**src/rtl/loader_pkg.sv**
```systemverilog
package loader_pkg;
    parameter int unsigned DEF_ROW_W  = 80;
    parameter int unsigned DEF_SEL_W  = 8;
    parameter int unsigned DEF_ROWS   = 5;
    parameter int unsigned DEF_STAGES = 2;
endpackage

```
**src/rtl/loader_sync.sv**
```systemverilog
module loader_sync #(
    parameter int unsigned W      = 3,
    parameter int unsigned STAGES = loader_pkg::DEF_STAGES
) (
    input  logic         clk,
    input  logic         rst_n,
    input  logic [W-1:0] d_i,
    output logic [W-1:0] q_o,
    output logic [W-1:0] rise_o
);
    // one stage beyond the synchronizer holds the previous value for edge detection
    typedef struct packed {
        logic [STAGES:0][W-1:0] chain;
    } sync_t;

    sync_t st_d, st_q;

    always_comb begin
        st_d = st_q;
        st_d.chain[0] = d_i;
        for (int i = 1; i <= STAGES; i++) begin
            st_d.chain[i] = st_q.chain[i-1];
        end
    end

    always_ff @(posedge clk or negedge rst_n) begin
        if (!rst_n) st_q <= '0;
        else        st_q <= st_d;
    end

    assign q_o    = st_q.chain[STAGES-1];
    assign rise_o = st_q.chain[STAGES-1] & ~st_q.chain[STAGES];
endmodule

```
**src/rtl/loader_shift.sv**
```systemverilog
module loader_shift #(
    parameter int unsigned SR_W = 88
) (
    input  logic            clk,
    input  logic            rst_n,
    input  logic            en_i,
    input  logic            bit_i,
    output logic [SR_W-1:0] sr_o
);
    typedef struct packed {
        logic [SR_W-1:0] sr;
    } shift_t;

    shift_t sh_d, sh_q;

    always_comb begin
        sh_d = sh_q;
        if (en_i) sh_d.sr = {sh_q.sr[SR_W-2:0], bit_i};
    end

    always_ff @(posedge clk or negedge rst_n) begin
        if (!rst_n) sh_q <= '0;
        else        sh_q <= sh_d;
    end

    assign sr_o = sh_q.sr;
endmodule

```
**src/rtl/loader_rowbank.sv**
```systemverilog
module loader_rowbank #(
    parameter int unsigned ROW_W = loader_pkg::DEF_ROW_W,
    parameter int unsigned SEL_W = loader_pkg::DEF_SEL_W,
    parameter int unsigned ROWS  = loader_pkg::DEF_ROWS
) (
    input  logic                  clk,
    input  logic                  rst_n,
    input  logic                  ld_i,
    input  logic [ROW_W+SEL_W-1:0] sr_i,
    output logic [ROWS-1:0]       wr_en_o,
    output logic [ROWS*ROW_W-1:0] rows_o
);
    localparam int unsigned SR_W = ROW_W + SEL_W;

    typedef struct packed {
        logic [ROWS-1:0][ROW_W-1:0] row;
    } bank_t;

    bank_t bk_d, bk_q;
    logic [SEL_W-1:0] code;
    logic [ROW_W-1:0] payload;

    assign code    = sr_i[SEL_W-1:0];
    assign payload = sr_i[SR_W-1:SEL_W];

    for (genvar r = 0; r < ROWS; r++) begin : g_dec
        assign wr_en_o[r] = ld_i && (code == SEL_W'(r + 1));
    end

    always_comb begin
        bk_d = bk_q;
        for (int r = 0; r < ROWS; r++) begin
            if (wr_en_o[r]) bk_d.row[r] = payload;
        end
    end

    always_ff @(posedge clk or negedge rst_n) begin
        if (!rst_n) bk_q <= '0;
        else        bk_q <= bk_d;
    end

    assign rows_o = bk_q.row;
endmodule

```
**src/rtl/serial_row_loader.sv**
```systemverilog
module serial_row_loader #(
    parameter int unsigned ROW_W  = loader_pkg::DEF_ROW_W,
    parameter int unsigned SEL_W  = loader_pkg::DEF_SEL_W,
    parameter int unsigned ROWS   = loader_pkg::DEF_ROWS,
    parameter int unsigned STAGES = loader_pkg::DEF_STAGES
) (
    input  logic                  clk,
    input  logic                  rst_n,
    input  logic                  ser_clk_i,
    input  logic                  ser_dat_i,
    input  logic                  ser_ld_i,
    output logic [ROWS*ROW_W-1:0] rows_o
);
    localparam int unsigned SR_W = ROW_W + SEL_W;

    logic [2:0]      sync_q, sync_rise;
    logic            shift_en, dat_sync, ld_sync;
    logic [SR_W-1:0] sr_q;
    logic [ROWS-1:0] wr_en;

    loader_sync #(.W(3), .STAGES(STAGES)) u_sync (
        .clk(clk), .rst_n(rst_n),
        .d_i({ser_ld_i, ser_dat_i, ser_clk_i}),
        .q_o(sync_q), .rise_o(sync_rise)
    );

    assign shift_en = sync_rise[0];
    assign dat_sync = sync_q[1];
    assign ld_sync  = sync_q[2];

    loader_shift #(.SR_W(SR_W)) u_shift (
        .clk(clk), .rst_n(rst_n),
        .en_i(shift_en), .bit_i(dat_sync), .sr_o(sr_q)
    );

    loader_rowbank #(.ROW_W(ROW_W), .SEL_W(SEL_W), .ROWS(ROWS)) u_bank (
        .clk(clk), .rst_n(rst_n),
        .ld_i(ld_sync), .sr_i(sr_q),
        .wr_en_o(wr_en), .rows_o(rows_o)
    );
endmodule

```
**config.mk**
```make
export PLATFORM = sky130hd
export DESIGN_NAME = serial_row_loader
export DESIGN_NICKNAME = d
export VERILOG_FILES = /design/src/rtl/loader_pkg.sv /design/src/rtl/loader_sync.sv /design/src/rtl/loader_shift.sv /design/src/rtl/loader_rowbank.sv /design/src/rtl/serial_row_loader.sv
export SDC_FILE = /design/constraint.sdc
export NUM_CORES = 1
export LEC_CHECK = 0
export ABC_AREA = 0
export BUFFER_PORTS_ARGS = -buffer_cell sky130_fd_sc_hd__buf_4
export CAP_MARGIN = 40
export CORE_MARGIN = 2
export CORE_UTILIZATION = 45
export CTS_CLUSTER_SIZE = 16
export DETAILED_ROUTE_END_ITERATION = 10
export PLACE_DENSITY = 0.75
export SLEW_MARGIN = 20
export SYNTH_ARGS = -nofsm -noshare
export SYNTH_HDL_FRONTEND = slang
export SYNTH_SLANG_ARGS = --single-unit
```
**constraint.sdc**
```tcl
create_clock -name clk -period 2.34 [get_ports clk]
set_input_delay 0.117 -clock clk [delete_from_list [all_inputs] [get_ports clk]]
set_output_delay 0.117 -clock clk [all_outputs]
set_load 0.02 [all_outputs]
```
---- After elaboration in Yosys (flattened, before gate mapping) ----
Cells that the tools add are included.
W data, S select, Z words.
word-level totals
  register bits ........................... 495
  input port bits ......................... 5
operators by class
  equal/unequal tests ..................... 5
  bitwise logic cells ..................... 2
  reduce and logical (&&, ||, !) cells .... 5
operators by type and width
  cell                  count
  $eq A8 B2 Y1 const B  2
  $eq A8 B3 Y1 const B  2
  $eq A8 B1 Y1 const B  1
  $logic_and A1 B1 Y1   5
  $and A1 B1 Y1         1
  $not A1 Y1            1

---- Logic depth before layout (Yosys ltp) ----
  word-level depth ........................ 2
  mapped depth ............................ 5
  gate-level depth less buffers ........... 3

---- Modules after synthesis ----
Synthesis repeated with hierarchy kept, for this count alone.
second synthesis, totals
  cells, all modules ...................... 1062
  area total of the unflattened synthesis .. 19784.0 µm²
modules (own cells, without submodules)
  module          instances  cells an instance  area each (µm²)  sequential area each (µm²)
  loader_rowbank  1          861                16151.7          10009.6
  loader_shift    1          186                3343.2           2202.1
  loader_sync     1          15                 289.0            225.2

---- Least setup slack after synthesis ----
Ideal clock, no wire load.
  path type ............................... register -> register
  from .................................... reg u_shift.sh_q, in the netlist u_shift.sr_o[5]
  to ...................................... reg u_bank.bk_q, in the netlist u_bank.rows_o[0]
  library setup time ...................... 0.128 ns
  arrival time ............................ 1.419 ns
  slack ................................... 0.793 ns
  cell stages (with the launch flop) ...... 5
  path buffers ............................ 1
  period minus slack after synthesis ...... 1.547 ns
  path through ............................ dfrtp_1 -> nor2_2 -> nand3_1 -> buf_2 -> mux2_1
on the way
  longest elaborated chain between the ends .. 2
ends and longest elaborated chain
  element                 RTL line              RTL
  start, declared         loader_shift.sv:14    shift_t sh_d, sh_q;
  start signal, assigned  loader_shift.sv:22    if (!rst_n) sh_q <= '0;
  start signal, assigned  loader_shift.sv:23    else sh_q <= sh_d;
  $eq A8 B1 Y1            loader_rowbank.sv:27  assign wr_en_o[r] = ld_i && (code == SEL_W'(r + 1));
  $logic_and A1 B1 Y1     loader_rowbank.sv:27
  end signal, assigned    loader_rowbank.sv:39  else bk_q <= bk_d;
  end, declared           loader_rowbank.sv:19  bank_t bk_d, bk_q;
Every way passes these cells.
A chain may end at the register's enable or synchronous reset.

---- Worst setup path after layout ----
  from .................................... reg u_shift.sh_q, in the netlist u_shift.sr_o[2]
  to ...................................... reg u_bank.bk_q, in the netlist u_bank.rows_o[291]
on the way
  longest elaborated chain between the ends .. 2
ends and longest elaborated chain
  element              RTL line
  $eq A8 B3 Y1         loader_rowbank.sv:27
  $logic_and A1 B1 Y1  loader_rowbank.sv:27
Every way passes these cells.

==> impl_metrics.yaml <==
sta:
  drv_slew: 0
  period_needed_ps: 1950
  rsz0062_at_grt: "no"
  min_period_over_period_pct: 83.3
  skew_ps: 11.3
  hold_viol: 0
  max_slew_margin_pct: 45.1
  worst_pin_slew_ps: 823
  finalSetupTns_ps: 0
  holdWs_ps: 164
  setup_viol: 0
  max_freq_mhz: 513
setup_path:
  cp-end-kind: "register"
  r2r_start: "u_shift.sr_o[2]"
  cp_slowest_cell: "buf_4"
  crit_start: "u_shift.sr_o[2]"
  worst-path-stages: 4
  crit_chain: "nor3b_4, nand4_4, buf_4, mux2_2"
  worstPathBufferInverterCount: 1
  reg2reg_depth: 4
  critical_path.max_fanout: 48
  reg2reg_to: "u_bank.rows_o[291]"
  cp_data_arrival_time_ps: 2400
  cp_top_family: "buffers and inverters"
  worst_ep_required_time_ps: 2790
  crit_path_start_kind: "register"
  crit_end: "u_bank.rows_o[291]"
  crit_type: "register to register"
  critPathMaxStageDelay_ps: 650
  reg2reg_slack_ps: 390
grt:
  grt_max_degree: 78
  grt_overflow: 0
  antenna_found_initial: 0
  grt_usage_pct: 20.5
  grt_pass1_wl_mm: 67.0
  grt_pass1_vias: 11235
clock_network:
  clockBufferDepth: 3
  cts_buffers: 49
  cts_resized: 0
  cts.sinks: 495
  cts_tree: "built"
  clock_latency_ps: 570
  path_clk_slew_ps: 60
  post_cts.repair.setup_buffers: 0
  cts_hold_buf: 4
  clock-root-buffer: "clkbuf_16"
  h-tree-depth: 2
logic_synthesis:
  syn_avg_cell_area_um2: 17.6
  ys_seq_area_share_pct: 67.4
  ys_types: 16
  synth_area_leader_cell: "dfrtp_1"
  synth_top_area_share_pct: 67.4
  syn-num-nets: 1051
  ys_warn_count: 0
  synth_area_leaders: "dfrtp_1, mux2_2, mux2_1"
  synth_area_um2: 18400
  syn_inst: 1046
  synth_seq_cells: 495
placement:
  dp_hpwl_mm: 28.7
  port_buffers: 404
  gp_congestion: 0.763
cells_and_area:
  layout_common_cells: "dfrtp_1, buf_4, mux2_2"
  layout_commonest_cell: "dfrtp_1"
  layout-drive-gt1-share_pct: 59.1
  fillCellCount: 3154
  fin_util_pct: 58.6
  antennaDiodeCount: 0
  synthToLayoutAreaGrowth_pct: 29.4
  fin_nets: 1492
floorplanning:
  fp.dieH_um: 206
  rows: 74
  num_io_pins: 405
  die_area_um2: 42500
  fp.dieW_um: 206
  core_um2: 40600
  initial_core_util_pct: 45.3
flow_run:
  max-cap-violations: 0
pwr:
  finalPower_uw: 17600
  leakage_uw: 0.0130
  p_per_area_nw_per_um2: 739
  vdd_drop_max_mv: 0.578
drt:
  vias: 10602
  dr.pass1.iters: 4
  drt_iter0_markers: 403
  ant_nets: 0
  via_per_inst: 5.17
  drc: 0
  wirelength_mm: 43.5
  post_drt_wl_per_cell_um: 21.2
status:
  status: "finished, final reports clean"
min_path:
  holdCritPathClass: "input pin to asynchronous set/reset pin"
per-stage QoR:
step / setup WS, ps / cells / area [um2]
4_1_cts: 367 / 2051 / 23800
3_3_place_gp: 415 / 1964 / 22200
3_5_place_dp: 369 / 1964 / 22200
5_1_grt: 320 / 2051 / 23800
6_report: 391 / 2051 / 23800
2_1_floorplan: 793 / 1046 / 18400
cell usage after synthesis, drive strengths merged:
cell / count
mux2: 488
clkbuf: 4
nor3b: 2
dfrtp: 495
nor2b: 2
nor2: 2
nand4: 2
nor3: 1
nand3: 3
and4bb: 1
buf: 46
flip-flops by register name, indices dropped and copies added, names as in the netlist:
| signal | cells |
|---|---|
| u_sync.st_d | 3 |
| u_sync.q_o | 3 |
| u_shift.sr_o | 88 |
| u_bank.rows_o | 400 |
| u_sync.st_q | 1 |
cell type report:
| class | instances | area, um2 | area share (%) |
|---|---|---|---|
| repair buffers | 440 | 3480 | 14.7 |
| multi-input cells | 501 | 5680 | 23.9 |
| clock inverters | 9 | 105 | 0.442 |
| well taps | 532 | 666 | 2.80 |
| clock buffers | 74 | 1450 | 6.10 |
| flip-flops and latches | 495 | 12400 | 52.1 |
power breakdown:
| part | switching, uW | internal [uW] | leakage (uW) |
|---|---|---|---|
| Clock | 3140 | 4470 | 0.000765 |
| Sequential | 251 | 8760 | 0.00688 |
| Combinational | 549 | 396 | 0.00540 |
logic make-up (layout without fill, tap and decap cells):
group                  Yosys count  after routing  share of synthesized area (%)
buffers and inverters           50            523                           1.87
flip-flops                     495            495                           67.4
multiplexers                   488            488                           29.9
AND/OR/NAND/NOR                 13             13                          0.790
how the worst min path moves through the flow:
stage,slack (ps),end,start
global route,170,u_bank.rows_o[188],rst_n
CTS,140,u_bank.rows_o[348],rst_n
finish,160,u_bank.rows_o[184],rst_n
detailed placement,160,u_bank.rows_o[184],rst_n
global placement,160,u_bank.rows_o[25],rst_n
floorplan,-180,u_bank.rows_o[0],rst_n
metal layers:
layer	routed length (um)	vias up	GRT usage, %
met4	1090	0	5.84
met5	0	-	0
met3	3270	70	6.51
met1	18000	5627	26.9
li1	-	4600	-
met2	21100	305	32.9
No activity file was read; power rests on OpenSTA's default activity.
